===== config.mk =====
export PLATFORM = sky130hd
export DESIGN_NAME = sdm2_mod
export DESIGN_NICKNAME = d
export VERILOG_FILES = /design/src/rtl/sdm_pkg.sv /design/src/rtl/sdm_integ.sv /design/src/rtl/sdm_quant.sv /design/src/rtl/sdm_run_guard.sv /design/src/rtl/sdm2_mod.sv
export SDC_FILE = /design/constraint.sdc
export NUM_CORES = 1
export LEC_CHECK = 0
export BUFFER_PORTS_ARGS = -buffer_cell sky130_fd_sc_hd__buf_2
export CAP_MARGIN = 20
export CORE_MARGIN = 3
export CORE_UTILIZATION = 29
export DETAILED_ROUTE_END_ITERATION = 8
export SLEW_MARGIN = 10
export SYNTH_ARGS = -nofsm -noshare
export SYNTH_HDL_FRONTEND = slang
export SYNTH_SLANG_ARGS = --single-unit

===== constraint.sdc =====
create_clock -name clk_i -period 6.9 [get_ports clk_i]
set_input_delay 0.69 -clock clk_i [delete_from_list [all_inputs] [get_ports clk_i]]
set_output_delay 0.69 -clock clk_i [all_outputs]
set_load 0.01 [all_outputs]

===== src/rtl/sdm_pkg.sv =====
package sdm_pkg;

  // Feedback level: positive full scale of an in_w-bit signed input
  function automatic int ref_level(input int in_w);
    return (1 << (in_w - 1)) - 1;
  endfunction

endpackage


===== src/rtl/sdm_integ.sv =====
module sdm_integ #(
  parameter int ACC_W   = 24,
  parameter int SAT_LIM = 1 << 22
) (
  input  logic                    clk_i,
  input  logic                    rst_ni,
  input  logic                    en_i,
  input  logic                    clr_i,
  input  logic signed [ACC_W-1:0] add_i,
  input  logic signed [ACC_W-1:0] fb_i,
  output logic signed [ACC_W-1:0] acc_o
);
  localparam int SUM_W = ACC_W + 2;
  localparam logic signed [SUM_W-1:0] HI = SUM_W'(SAT_LIM);
  localparam logic signed [SUM_W-1:0] LO = -HI;
  localparam logic signed [ACC_W-1:0] LIM_A = ACC_W'(SAT_LIM);

  logic signed [SUM_W-1:0] sum;
  logic signed [ACC_W-1:0] nxt;
  logic signed [ACC_W-1:0] acc_q;

  always_comb begin
    sum = SUM_W'(acc_q) + SUM_W'(add_i) - SUM_W'(fb_i);
    if (sum > HI)      nxt = HI[ACC_W-1:0];
    else if (sum < LO) nxt = LO[ACC_W-1:0];
    else               nxt = sum[ACC_W-1:0];
  end

  always_ff @(posedge clk_i or negedge rst_ni) begin
    if (!rst_ni)    acc_q <= '0;
    else if (en_i)  acc_q <= clr_i ? '0 : nxt;
  end

  assign acc_o = acc_q;

  assert_acc_bound_R8: assert property (@(posedge clk_i) disable iff (!rst_ni)
    (acc_q <= LIM_A) && (acc_q >= -LIM_A));

  assert_clear_R9: assert property (@(posedge clk_i) disable iff (!rst_ni)
    (en_i && clr_i) |=> (acc_q == '0));

endmodule


===== src/rtl/sdm_quant.sv =====
module sdm_quant #(
  parameter int IN_W  = 16,
  parameter int ACC_W = 24
) (
  input  logic                    order2_i,
  input  logic signed [ACC_W-1:0] acc_lo_i,
  input  logic signed [ACC_W-1:0] acc_hi_i,
  output logic                    q_o,
  output logic signed [ACC_W-1:0] fb_o
);
  localparam int REF = sdm_pkg::ref_level(IN_W);
  localparam logic signed [ACC_W-1:0] FB_P = ACC_W'(REF);
  localparam logic signed [ACC_W-1:0] FB_N = -FB_P;

  logic signed [ACC_W-1:0] last;

  always_comb begin
    last = order2_i ? acc_hi_i : acc_lo_i;
    q_o  = ~last[ACC_W-1];
    fb_o = q_o ? FB_P : FB_N;
  end

endmodule


===== src/rtl/sdm_run_guard.sv =====
module sdm_run_guard #(
  parameter int RUN_LIM = 32
) (
  input  logic clk_i,
  input  logic rst_ni,
  input  logic en_i,
  input  logic bit_new_i,
  input  logic bit_cur_i,
  output logic trip_o
);
  localparam int CNT_W = $clog2(RUN_LIM + 1);
  localparam logic [CNT_W-1:0] LIM = CNT_W'(RUN_LIM);
  localparam logic [CNT_W-1:0] ONE = CNT_W'(1);

  logic [CNT_W-1:0] cnt_q;

  assign trip_o = (cnt_q == LIM);

  always_ff @(posedge clk_i or negedge rst_ni) begin
    if (!rst_ni) begin
      cnt_q <= '0;
    end else if (en_i) begin
      if (trip_o)                                      cnt_q <= ONE;
      else if ((cnt_q != '0) && (bit_new_i == bit_cur_i)) cnt_q <= cnt_q + ONE;
      else                                             cnt_q <= ONE;
    end
  end

  assert_run_cap_R9: assert property (@(posedge clk_i) disable iff (!rst_ni)
    cnt_q <= LIM);

  assert_trip_restart_R9: assert property (@(posedge clk_i) disable iff (!rst_ni)
    (en_i && trip_o) |=> (cnt_q == ONE));

endmodule


===== src/rtl/sdm2_mod.sv =====
module sdm2_mod #(
  parameter int IN_W    = 16,
  parameter int ACC_W   = 24,
  parameter int SAT_LIM = 1 << 22,
  parameter int RUN_LIM = 32,
  parameter int CODE_W  = 4
) (
  input  logic                   clk_i,
  input  logic                   rst_ni,
  input  logic                   en_i,
  input  logic                   order2_i,
  input  logic signed [IN_W-1:0] sample_i,
  output logic                   bit_o,
  output logic [CODE_W-1:0]      code_o
);
  localparam int NSTG = 2;

  logic signed [ACC_W-1:0] acc      [NSTG];
  logic signed [ACC_W-1:0] stage_in [NSTG];
  logic [NSTG-1:0]         stg_clr;
  logic signed [ACC_W-1:0] fb;
  logic                    q;
  logic                    trip;
  logic                    bit_q;

  for (genvar k = 0; k < NSTG; k++) begin : g_stage
    if (k == 0) begin : g_head
      assign stage_in[k] = ACC_W'(sample_i);
      assign stg_clr[k]  = trip;
    end else begin : g_tail
      // later stages leave the loop in first-order mode
      assign stage_in[k] = acc[k-1];
      assign stg_clr[k]  = trip | ~order2_i;
    end

    sdm_integ #(
      .ACC_W   (ACC_W),
      .SAT_LIM (SAT_LIM)
    ) u_integ (
      .clk_i  (clk_i),
      .rst_ni (rst_ni),
      .en_i   (en_i),
      .clr_i  (stg_clr[k]),
      .add_i  (stage_in[k]),
      .fb_i   (fb),
      .acc_o  (acc[k])
    );
  end

  sdm_quant #(
    .IN_W  (IN_W),
    .ACC_W (ACC_W)
  ) u_quant (
    .order2_i (order2_i),
    .acc_lo_i (acc[0]),
    .acc_hi_i (acc[1]),
    .q_o      (q),
    .fb_o     (fb)
  );

  sdm_run_guard #(
    .RUN_LIM (RUN_LIM)
  ) u_guard (
    .clk_i     (clk_i),
    .rst_ni    (rst_ni),
    .en_i      (en_i),
    .bit_new_i (q),
    .bit_cur_i (bit_q),
    .trip_o    (trip)
  );

  always_ff @(posedge clk_i or negedge rst_ni) begin
    if (!rst_ni)   bit_q <= 1'b0;
    else if (en_i) bit_q <= q;
  end

  assign bit_o  = bit_q;
  assign code_o = {{(CODE_W-1){~bit_q}}, 1'b1};

  assert_hold_R10: assert property (@(posedge clk_i) disable iff (!rst_ni)
    !en_i |=> ($stable(bit_o) && $stable(acc[0]) && $stable(acc[1])));

  assert_first_order_R4: assert property (@(posedge clk_i) disable iff (!rst_ni)
    (en_i && !order2_i) |=> (acc[1] == '0));

endmodule


## Word-level counts from Yosys, hierarchy flattened

Index checks and enable logic that the tools add are counted.

| word-level totals | value |
|---|---|
| output and inout bits | 5 |
| bits in registers | 55 |
| logic and storage cells | 31 |
| input bits | 20 |

| cells by class | value |
|---|---|
| mux-type cells | 10 |
| add/sub/neg operators | 5 |
| reduce and logical (&&, ||, !) cells | 2 |
| equality and inequality tests | 2 |
| bitwise logic cells | 4 |
| order comparisons | 4 |

Operators by type and width:

| operator | count |
|---|---|
| 2-to-1 mux 24 bit | 8 |
| greater-than comparator 26 x 24 -> 1 bit (second input constant) | 2 |
| < comparator 26 x 23 -> 1 bit (second input constant) | 2 |
| subtractor 25 x 24 -> 26 bit | 2 |
| adder 24 x 16 -> 25 bit | 1 |
| adder 24 x 24 -> 25 bit | 1 |
| 2-to-1 mux 6 bit | 2 |
| adder 6 x 1 -> 6 bit (second input constant) | 1 |
| == test 6 bit (second input constant) | 1 |
| nonzero test 6 bit | 1 |
| inverter 1 bit | 3 |
| == test 1 bit | 1 |
| logical AND 1 bit | 1 |
| bitwise OR 1 bit | 1 |

## Depth between registers and ports, before layout

Gate-level depths: netlist of the first run.

| depth | value |
|---|---|
| depth in word-level cells | 7 |
| depth in mapped cells | 17 |
| mapped depth without buffers | 15 |

## Cells and area by module

A second synthesis of the first run with hierarchy kept.

| second synthesis, totals | value |
|---|---|
| cell total of the unflattened synthesis | 847 |
| area total of the unflattened synthesis | 7133.1 um^2 |

By module, submodules not included:

| module | cells each | area an instance (um^2) | seq. area each (um^2) | times used |
|---|---|---|---|---|
| sdm_integ at g_stage[1].u_integ | 390 | 3315.7 | 600.6 | 1 |
| sdm_integ at g_stage[0].u_integ | 389 | 3176.8 | 600.6 | 1 |
| sdm_run_guard | 34 | 362.8 | 150.1 | 1 |
| sdm_quant | 26 | 201.4 | 0.0 | 1 |
| sdm2_mod | 8 | 76.3 | 25.0 | 1 |

## Worst setup path after synthesis of the first run

Ideal clock, no wire load.

| timing | value |
|---|---|
| kind | input -> register |
| start | input order2_i |
| end | register g_stage[1].u_integ.acc_q[6] |
| path buffers | 0 |
| library setup time | 66 ps |
| arrival time | 5153 ps |
| cell stages on the path | 14 |
| required time | 6834 ps |
| setup slack | 1681 ps |
| cells stage by stage | mux2i_1 -> inv_1 -> fa_1 -> ha_1 -> o21a_1 -> a21boi_2 -> o21a_1 -> or3_4 -> a2111oi_2 -> nand4_1 -> nor4_2 -> nand4b_1 -> o31ai_2 -> a32o_2 |

| on the way | value |
|---|---|
| longest elaborated chain between the ends | 7 |
| elaborated cells on any way between the ends | 10 |
| those cells by class | add/sub (1); order compare (2); mux (5); bitwise (2) |

RTL lines:

| what | line | source |
|---|---|---|
| start, declared | sdm2_mod.sv:11 | `input logic order2_i,` |
| 2-to-1 mux 24 bit | sdm_quant.sv:18 | `last = order2_i ? acc_hi_i : acc_lo_i;` |
| 2-to-1 mux 24 bit | sdm_quant.sv:20 | `fb_o = q_o ? FB_P : FB_N;` |
| subtractor 25 x 24 -> 26 bit | sdm_integ.sv:23 | `sum = SUM_W'(acc_q) + SUM_W'(add_i) - SUM_W'(fb_i);` |
| < comparator 26 x 23 -> 1 bit | sdm_integ.sv:25 | `else if (sum < LO) nxt = LO[ACC_W-1:0];` |
| 2-to-1 mux 24 bit | sdm_integ.sv:25 |  |
| 2-to-1 mux 24 bit | sdm_integ.sv:24 | `if (sum > HI) nxt = HI[ACC_W-1:0];` |
| 2-to-1 mux 24 bit (*) | sdm_integ.sv:31 | `else if (en_i) acc_q <= clr_i ? '0 : nxt;` |
| end signal, assigned | sdm_integ.sv:31 |  |
| end, declared | sdm_integ.sv:20 | `logic signed [ACC_W-1:0] acc_q;` |

Mark *: on every way between the ends. The rest lies on a longest branch, timed or not.
A chain may end at the register's enable or synchronous reset.

## Worst setup path after layout of the first run

| timing | value |
|---|---|
| start | input order2_i |
| end | register g_stage[1].u_integ.acc_q[3] |

The elaborated chain is that of the path after synthesis.

==> results of run 1 <==
==> registers in the layout, indices dropped and copies added (netlist names) <==
name / count
bit_o: 1
g_stage.u_integ.acc_o: 48
u_guard.cnt_q: 6
==> cells in the final DEF (no fill, tap or decap), drive strengths merged, types with 4 or more instances in the layout <==
cell type  Yosys  final
inv           72     72
dfrtp         55     55
nand2         52     52
ha            51     51
a21oi         50     50
fa            47     47
nor2          40     40
o21ai         29     29
buf           13     27
xnor2         26     26
o2bb2ai       24     24
xor2          19     19
nand3         18     18
a21o          18     18
o22ai         17     17
nor3          10     10
a211oi         8      8
nand4          7      7
nand2b         7      7
clkbuf        11      6
nor2b          5      5
a31oi          5      5
o21a           5      5
a22o           5      5
mux2i          4      4
o211a          4      4
o21bai         4      4
and4           4      4
a2111oi        4      4
==> power by group through the flow <==
stage	Combinational [mW]	Sequential (mW)	Clock (mW)
6_report	2.77	0.468	0.302
2_1_floorplan	2.22	0.461	0
4_1_cts	2.78	0.470	0.303
3_5_place_dp	2.77	0.474	0
3_3_place_gp	2.75	0.474	0
5_1_grt	3.13	0.482	0.323
==> per-stage QoR <==
| stage | setup slack, ns | power, mW | cells | area (um2) |
|---|---|---|---|---|
| detailed placement | 1.64 | 3.24 | 939 | 6400 |
| floorplan | 1.68 | 2.68 | 667 | 6050 |
| CTS | 1.94 | 3.55 | 947 | 6580 |
| global placement | 1.69 | 3.23 | 939 | 6400 |
| finish | 1.88 | 3.54 | 948 | 6600 |
| global route | 1.47 | 3.93 | 948 | 6600 |
==> cells in the mapped netlist, types with 3 or more instances <==
cell type / number / share of area
a2111oi_0: 3 / 0.0043
a211oi_1: 8 / 0.0099
a21o_1: 18 / 0.022
a21oi_1: 48 / 0.040
a22o_1: 5 / 0.0072
a31oi_1: 5 / 0.0052
and3_1: 3 / 0.0031
and4_1: 4 / 0.0058
buf_2: 8 / 0.0066
buf_4: 4 / 0.0050
clkbuf_1: 11 / 0.0068
dfrtp_1: 55 / 0.23
fa_1: 47 / 0.16
ha_1: 51 / 0.11
inv_1: 72 / 0.045
mux2i_1: 4 / 0.0066
nand2_1: 52 / 0.032
nand2b_1: 7 / 0.0072
nand3_1: 18 / 0.015
nand4_1: 7 / 0.0072
nor2_1: 40 / 0.025
nor2b_1: 5 / 0.0052
nor3_1: 10 / 0.0083
nor3b_1: 3 / 0.0037
o2111ai_1: 3 / 0.0043
o211a_1: 4 / 0.0066
o21a_1: 5 / 0.0062
o21ai_0: 20 / 0.017
o21ai_1: 8 / 0.0066
o21bai_1: 4 / 0.0050
o22ai_1: 16 / 0.017
o2bb2ai_1: 22 / 0.032
xnor2_1: 26 / 0.038
xor2_1: 19 / 0.028
==> layer usage <==
| metal | up-vias | GRT usage | wire length [um] |
|---|---|---|---|
| met4 | 0 | 0.0124 | 85 |
| met2 | 81 | 0.205 | 6390 |
| met1 | 2332 | 0.186 | 6910 |
| met3 | 9 | 0.0211 | 510 |
| li1 | 2401 | - | - |
| met5 | - | 0 | 0 |
==> layout make-up <==
type                       instances  area share
multi-input combinational        515       0.648
timing repair buffer              27      0.0250
tap                              270      0.0512
sequential                        55       0.208
inverter                          73      0.0415
clock inverter                     2     0.00531
clock buffer                       6      0.0210
==> worst min path at each step <==
stage                                               end  slack [ns]  cells past startpoint                                      from
2_1_floorplan                         bit_o$_DFFE_PN0P_        0.39                      0                                    rst_ni
3_3_place_gp   g_stage[1].u_integ.acc_o[15]$_DFFE_PN0P_        0.49                      1  g_stage[1].u_integ.acc_o[15]$_DFFE_PN0P_
3_5_place_dp   g_stage[1].u_integ.acc_o[16]$_DFFE_PN0P_        0.50                      1  g_stage[1].u_integ.acc_o[16]$_DFFE_PN0P_
4_1_cts        g_stage[1].u_integ.acc_o[16]$_DFFE_PN0P_        0.52                      1  g_stage[1].u_integ.acc_o[16]$_DFFE_PN0P_
5_1_grt        g_stage[1].u_integ.acc_o[15]$_DFFE_PN0P_        0.54                      1  g_stage[1].u_integ.acc_o[15]$_DFFE_PN0P_
6_report        g_stage[1].u_integ.acc_o[0]$_DFFE_PN0P_        0.50                      2                                    rst_ni
==> cell families after synthesis <==
logic type               Yosys count
buffers and inverters             97
XOR/XNOR                          45
multiplexers                       4
flip-flops                        55
AO/OA/AOI/OAI                    202
adder cells (fa/ha/maj)           98
other                              1
AND/OR/NAND/NOR                  165
==> load_flow_metrics.sql, run 1 <==
INSERT INTO impl_metrics (metric_group, metric, value, unit) VALUES
('detailed_routing', 'finalWirelength', '13.9', 'mm'),
('cells_and_area', 'areaGrowthSynthToFinish', '9.16', '%'),
('worst_setup_path', 'crit_path_max_incr_delay', '0.64', 'ns'),
('worst_setup_path', 'timing.critical_path.mode_cell', 'o21ai_1', ''),
('global_route', 'gr-usage-all-layers', '0.127', ''),
('cells_and_area', 'multiInputGateArea', '4280', 'um2'),
('worst_setup_path', 'critical_path.startpoint', 'order2_i', ''),
('power', 'comb_power_share', '0.783', ''),
('cells_and_area', 'antenna-diode-count', '0', ''),
('timing', 'period_utilization_post_route', '0.728', ''),
('place', 'globalplace.congestion', '0.838', ''),
('floorplanning', 'pin_count', '25', ''),
('timing', 'sum_of_negative_setup_slack', '0', 'ns'),
('worst_setup_path', 'rr_endpoint', 'g_stage[1].u_integ.acc_o[3]$_DFFE_PN0P_', ''),
('timing', 'clock-skew-final', '0.00937', 'ns'),
('global_route', 'global_route_wire_length_before_repair', '23.6', 'mm'),
('logic_synthesis', 'synth.lib_cells_used.distinct', '73', ''),
('power', 'pwr-share-clk', '0.085', ''),
('logic_synthesis', 'synthesis.nets', '785', ''),
('detailed_routing', 'postRouteAntennaNets', '0', ''),
('clocking', 'ctsRootBufferMaster', 'clkbuf_16', ''),
('worst_setup_path', 'worstSetupEndpoint', 'g_stage[1].u_integ.acc_o[3]$_DFFE_PN0P_', ''),
('place', 'buffer_ports.inserted', '23', ''),
('logic_synthesis', 'ys.warnings.count', '0', ''),
('timing', 'max_clock_freq', '199', 'MHz'),
('cells_and_area', 'area.sequential', '1380', 'um2'),
('worst_setup_path', 'reg2regPathDepth', '15', ''),
('timing', 'slew_headroom', '0.464', ''),
('clocking', 'postCtsResizedCells', '0', ''),
('logic_synthesis', 'yosysSeqAreaShare', '0.228', ''),
('floorplanning', 'floorplan.die_area', '22600', 'um2'),
('detailed_routing', 'post_route_drc_violation_count', '0', ''),
('global_route', 'antenna_found_initial', '0', ''),
('run_status', 'outcome', 'finished, final reports clean', ''),
('power', 'max-vdd-ir-drop', '0.309', 'mV'),
('power', 'internal-power', '1.70', 'mW'),
('floorplanning', 'die_y', '150', 'um'),
('worst_setup_path', 'critPathLaunchType', 'input port', ''),
('clocking', 'htreeDepth', '2', ''),
('place', 'hpwlAfterDp', '11.2', 'mm'),
('clocking', 'cts_hold_repair.buffers', '0', ''),
('power', 'total_power_per_unit_cell_area', '537', 'nW/um2'),
('detailed_routing', 'firstDrtPassIters', '5', ''),
('logic_synthesis', 'synthFlopType', 'dfrtp_1', ''),
('detailed_routing', 'routed_wire_length_per_instance', '14.7', 'um'),
('global_route', 'grt_max_degree', '56', ''),
('hold_path', 'hold_path_class', 'input port to async pin', ''),
('logic_synthesis', 'synth_top_family_by_area', 'adder cells', ''),
('worst_setup_path', 'cp_num_buf_inv', '3', ''),
('timing', 'setup_viol_count_final', '0', ''),
('logic_synthesis', 'synth.ff_latch_count', '55', ''),
('timing', 'final-hold-violation-count', '0', ''),
('logic_synthesis', 'async_flop_share', '1.00', ''),
('detailed_routing', 'route.detailed.vias_per_inst', '5.09', ''),
('worst_setup_path', 'timing.critical_path.cells', 'buf_2 -> mux2i_1 -> inv_2 -> fa_1 -> inv_1 -> fa_1 -> nand2b_1 -> a21bo_2 -> a211oi_1 -> o21ai_1 -> o21ai_1 -> o21ai_1 -> or3b_1 -> a21o_1 -> o31a_1 -> o2bb2ai_1', ''),
('power', 'power_switching_share', '0.520', ''),
('timing', 'finalHoldWorstSlack', '0.502', 'ns'),
('logic_synthesis', 'synth_simple_gate_area_frac', '0.133', ''),
('power', 'seq_power_share', '0.132', ''),
('cells_and_area', 'drive_above_1_share', '0.0826', ''),
('detailed_routing', 'vias', '4823', ''),
('worst_setup_path', 'timing.critical_path.fanout_max', '29', ''),
('cells_and_area', 'final.fill_count', '2111', ''),
('logic_synthesis', 'netlist_instances', '667', ''),
('clocking', 'clock_sinks', '55', ''),
('worst_setup_path', 'critical_path_depth', '16', ''),
('power', 'switchingPower', '1.84', 'mW'),
('power', 'cellLeakagePower', '3.11', 'nW'),
('logic_synthesis', 'netlist_area', '6050', 'um2'),
('timing', 'timing.final.max_slew_violations', '0', ''),
('clocking', 'clk-insertion-delay-late', '0.30', 'ns');
Power figures use the tool's default switching activity.
==> inputs of run 2 (changes only) <==
clock period = 4.7 ns   (was 6.9 ns; I/O delays follow)
==> run 2 against run 1 <==
Compared with the run above: via count is essentially flat; worst setup slack lost 1.7 ns; wire length grew 1.2%; die area is the same; total power grew 52%; first-iteration DRC count grew 22%; sequential power grew 48%; utilization grew 0.59 points; flip-flop and latch count is the same; worst hold slack lost 0.22 ns; clock power grew 32%; global-route usage grew 0.24 points.
==> load_flow_metrics.sql, run 2 (same netlist as run 1, synthesis figures left out) <==
INSERT INTO impl_metrics (metric_group, metric, value, unit) VALUES
('detailed_routing', 'postRouteAntennaNets', '0', ''),
('timing', 'layout_min_cycle_time', '4.48', 'ns'),
('floorplanning', 'std_cell_rows', '52', ''),
('worst_setup_path', 'crit_path_max_incr_delay', '0.47', 'ns'),
('power', 'post-layout-total-power', '5.38', 'mW'),
('timing', 'slew_headroom', '0.520', ''),
('global_route', 'grt_max_degree', '56', ''),
('place', 'globalplace.congestion', '0.833', ''),
('worst_setup_path', 'critical_path_capture_point_type', 'register', ''),
('cells_and_area', 'antenna-diode-count', '0', ''),
('floorplanning', 'die_width', '150', 'um'),
('timing', 'final-hold-violation-count', '0', ''),
('timing', 'setup_viol_count_final', '0', ''),
('cells_and_area', 'final_common_cell', 'inv_1', ''),
('worst_setup_path', 'timing.critical_path.required', '4.92', 'ns'),
('cells_and_area', 'final_nets', '804', ''),
('floorplanning', 'floorplan.die_area', '22600', 'um2'),
('worst_setup_path', 'critical_path.startpoint', 'g_stage[0].u_integ.acc_o[23]$_DFFE_PN0P_', ''),
('power', 'max-vdd-ir-drop', '0.340', 'mV'),
('worst_setup_path', 'cp_num_buf_inv', '2', ''),
('global_route', 'number_of_global_route_vias_before_repair', '4795', ''),
('global_route', 'global_route_wire_length_before_repair', '24.0', 'mm'),
('clocking', 'htreeDepth', '2', ''),
('worst_setup_path', 'timing.critical_path.mode_cell', 'o21a_1', ''),
('global_route', 'gr-usage-all-layers', '0.130', ''),
('clocking', 'clk_path_buf_depth', '2', ''),
('floorplanning', 'design.core.area', '20400', 'um2'),
('timing', 'worstMarginPinSlew', '0.721', 'ns'),
('place', 'hpwlAfterDp', '11.4', 'mm'),
('clocking', 'numCtsBuffers', '5', ''),
('clocking', 'clk-insertion-delay-late', '0.31', 'ns'),
('worst_setup_path', 'critical_path.top_delay_family', 'compound AO/OA/AOI/OAI gates', ''),
('global_route', 'antenna_found_initial', '0', ''),
('worst_setup_path', 'crit_slowest_cell', 'fa_1', ''),
('worst_setup_path', 'criticalPathCategory', 'register to register', ''),
('timing', 'sum_of_negative_setup_slack', '0', 'ns'),
('global_route', 'overflow', '0', ''),
('clocking', 'clock_sinks', '55', ''),
('flow_run', 'drv.max_cap_violation_count', '0', ''),
('worst_setup_path', 'timing.critical_path.fanout_max', '34', ''),
('power', 'cellLeakagePower', '3.17', 'nW'),
('detailed_routing', 'finalWirelength', '14.1', 'mm'),
('timing', 'period_utilization_post_route', '0.954', ''),
('timing', 'clock-skew-final', '0.0132', 'ns'),
('clocking', 'clkSlewWorstSetupHoldPaths', '0.08', 'ns'),
('power', 'total_power_per_unit_cell_area', '801', 'nW/um2'),
('floorplanning', 'start_util', '0.297', ''),
('cells_and_area', 'final_cell_mix', '71 x inv_1, 55 x dfrtp_1, 52 x nand2_1, 51 x ha_1, 46 x fa_1', ''),
('floorplanning', 'pin_count', '25', ''),
('timing', 'max_clock_freq', '223', 'MHz'),
('run_status', 'outcome', 'finished, final reports clean', ''),
('detailed_routing', 'detail_route.iter0.violations', '256', ''),
('detailed_routing', 'vias', '4827', ''),
('detailed_routing', 'routed_wire_length_per_instance', '14.7', 'um'),
('worst_setup_path', 'r2r-start', 'g_stage[0].u_integ.acc_o[23]$_DFFE_PN0P_', ''),
('cells_and_area', 'number_of_flip_flops_in_the_largest_register', '48', ''),
('hold_path', 'hold_path_class', 'input port to async pin', ''),
('timing', 'unrepaired_setup_endpoints_after_global_routing', 'no', ''),
('worst_setup_path', 'arrival', '4.71', 'ns'),
('worst_setup_path', 'critPathLaunchType', 'register', ''),
('detailed_routing', 'firstDrtPassIters', '7', ''),
('cells_and_area', 'drive_above_1_share', '0.108', ''),
('detailed_routing', 'post_route_drc_violation_count', '0', ''),
('timing', 'finalHoldWorstSlack', '0.287', 'ns'),
('cells_and_area', 'areaGrowthSynthToFinish', '11.2', '%'),
('floorplanning', 'die_y', '150', 'um'),
('place', 'buffer_ports.inserted', '23', ''),
('clocking', 'tritoncts', 'yes', ''),
('detailed_routing', 'route.detailed.vias_per_inst', '5.04', ''),
('cells_and_area', 'final.fill_count', '2123', ''),
('timing', 'timing.final.max_slew_violations', '0', ''),
('clocking', 'ctsRootBufferMaster', 'clkbuf_16', ''),
('worst_setup_path', 'timing.critical_path.cells', 'mux2i_4 -> clkinvlp_4 -> buf_12 -> fa_1 -> ha_1 -> o21a_1 -> a21boi_2 -> o21a_1 -> or3_4 -> a2111oi_2 -> nand4_1 -> nor4_2 -> nand4b_1 -> o31a_4 -> o2bb2ai_1', ''),
('cells_and_area', 'multiInputGateArea', '4340', 'um2'),
('cells_and_area', 'area.sequential', '1380', 'um2');
==> run 2: cell types whose count changed in the layout (fill, tap and decap cells not counted), moves of 2 or more <==
cell      delta
buf_12       +2
clkinv_4     +2
a21oi_2      +3
buf_4        +8
a21oi_1      -3
==> run 2: final cells by class <==
cell class,instances,area share
Clock buffer,5,0.0186
Timing Repair Buffer,36,0.0354
Sequential cell,55,0.205
Multi-Input combinational cell,515,0.645
Inverter,73,0.0413
Tap cell,270,0.0503
Clock inverter,3,0.00428
==> run 2: final timing paths <==
kind / end / slack [ns] / cells past startpoint
min: g_stage[1].u_integ.acc_o[0]$_DFFE_PN0P_ / 0.29 / 2
min reg2reg: g_stage[1].u_integ.acc_o[15]$_DFFE_PN0P_ / 0.52 / 1
max reg2reg: g_stage[1].u_integ.acc_o[9]$_DFFE_PN0P_ / 0.22 / 15
max: g_stage[1].u_integ.acc_o[9]$_DFFE_PN0P_ / 0.22 / 15
max in group asynchronous: u_guard.cnt_q[1]$_DFFE_PN0P_ / 3.91 / 2
min in group clk_i: g_stage[1].u_integ.acc_o[15]$_DFFE_PN0P_ / 0.52 / 1
==> run 2: metal layers <==
metal	wire length [um]	up-vias	track usage
met4	84	0	0.0124
li1	-	2415	-
met3	493	8	0.0214
met1	6940	2333	0.183
met2	6540	71	0.217
met5	0	-	0
==> run 2: power by group <==
group | switching (mW) | internal (mW)
sequential | 0.0972 | 0.595
combinational | 2.51 | 1.78
clock | 0.195 | 0.204
==> run 2: per-stage QoR <==
| stage | util | area, um2 | setup slack [ns] | std cells |
|---|---|---|---|---|
| floorplan | - | 6100 | -0.170 | 667 |
| global placement | 0.321 | 6530 | -0.112 | 948 |
| detailed placement | 0.321 | 6530 | -0.127 | 948 |
| CTS | 0.328 | 6690 | 0.0854 | 956 |
| global route | 0.330 | 6720 | 0.0185 | 957 |
| finish | 0.330 | 6720 | 0.217 | 957 |
==> run 2: worst register-to-register path: stages (launching register included) <==
cell        delay (ns)
dfrtp_1           0.44
mux2i_4           0.25
clkinvlp_4        0.15
buf_12            0.19
fa_1              0.51
ha_1              0.37
o21a_1            0.21
a21boi_2          0.16
o21a_1            0.20
or3_4             0.34
a2111oi_2         0.38
nand4_1           0.20
nor4_2            0.19
nand4b_1          0.23
o31a_4            0.41
o2bb2ai_1         0.19
==> run 2: what timing repair did <==
item	4_1_cts	5_1_grt
resized for setup	0	6
hold buffers	0	0
setup buffers	0	1
setup endpoints to repair	0	16
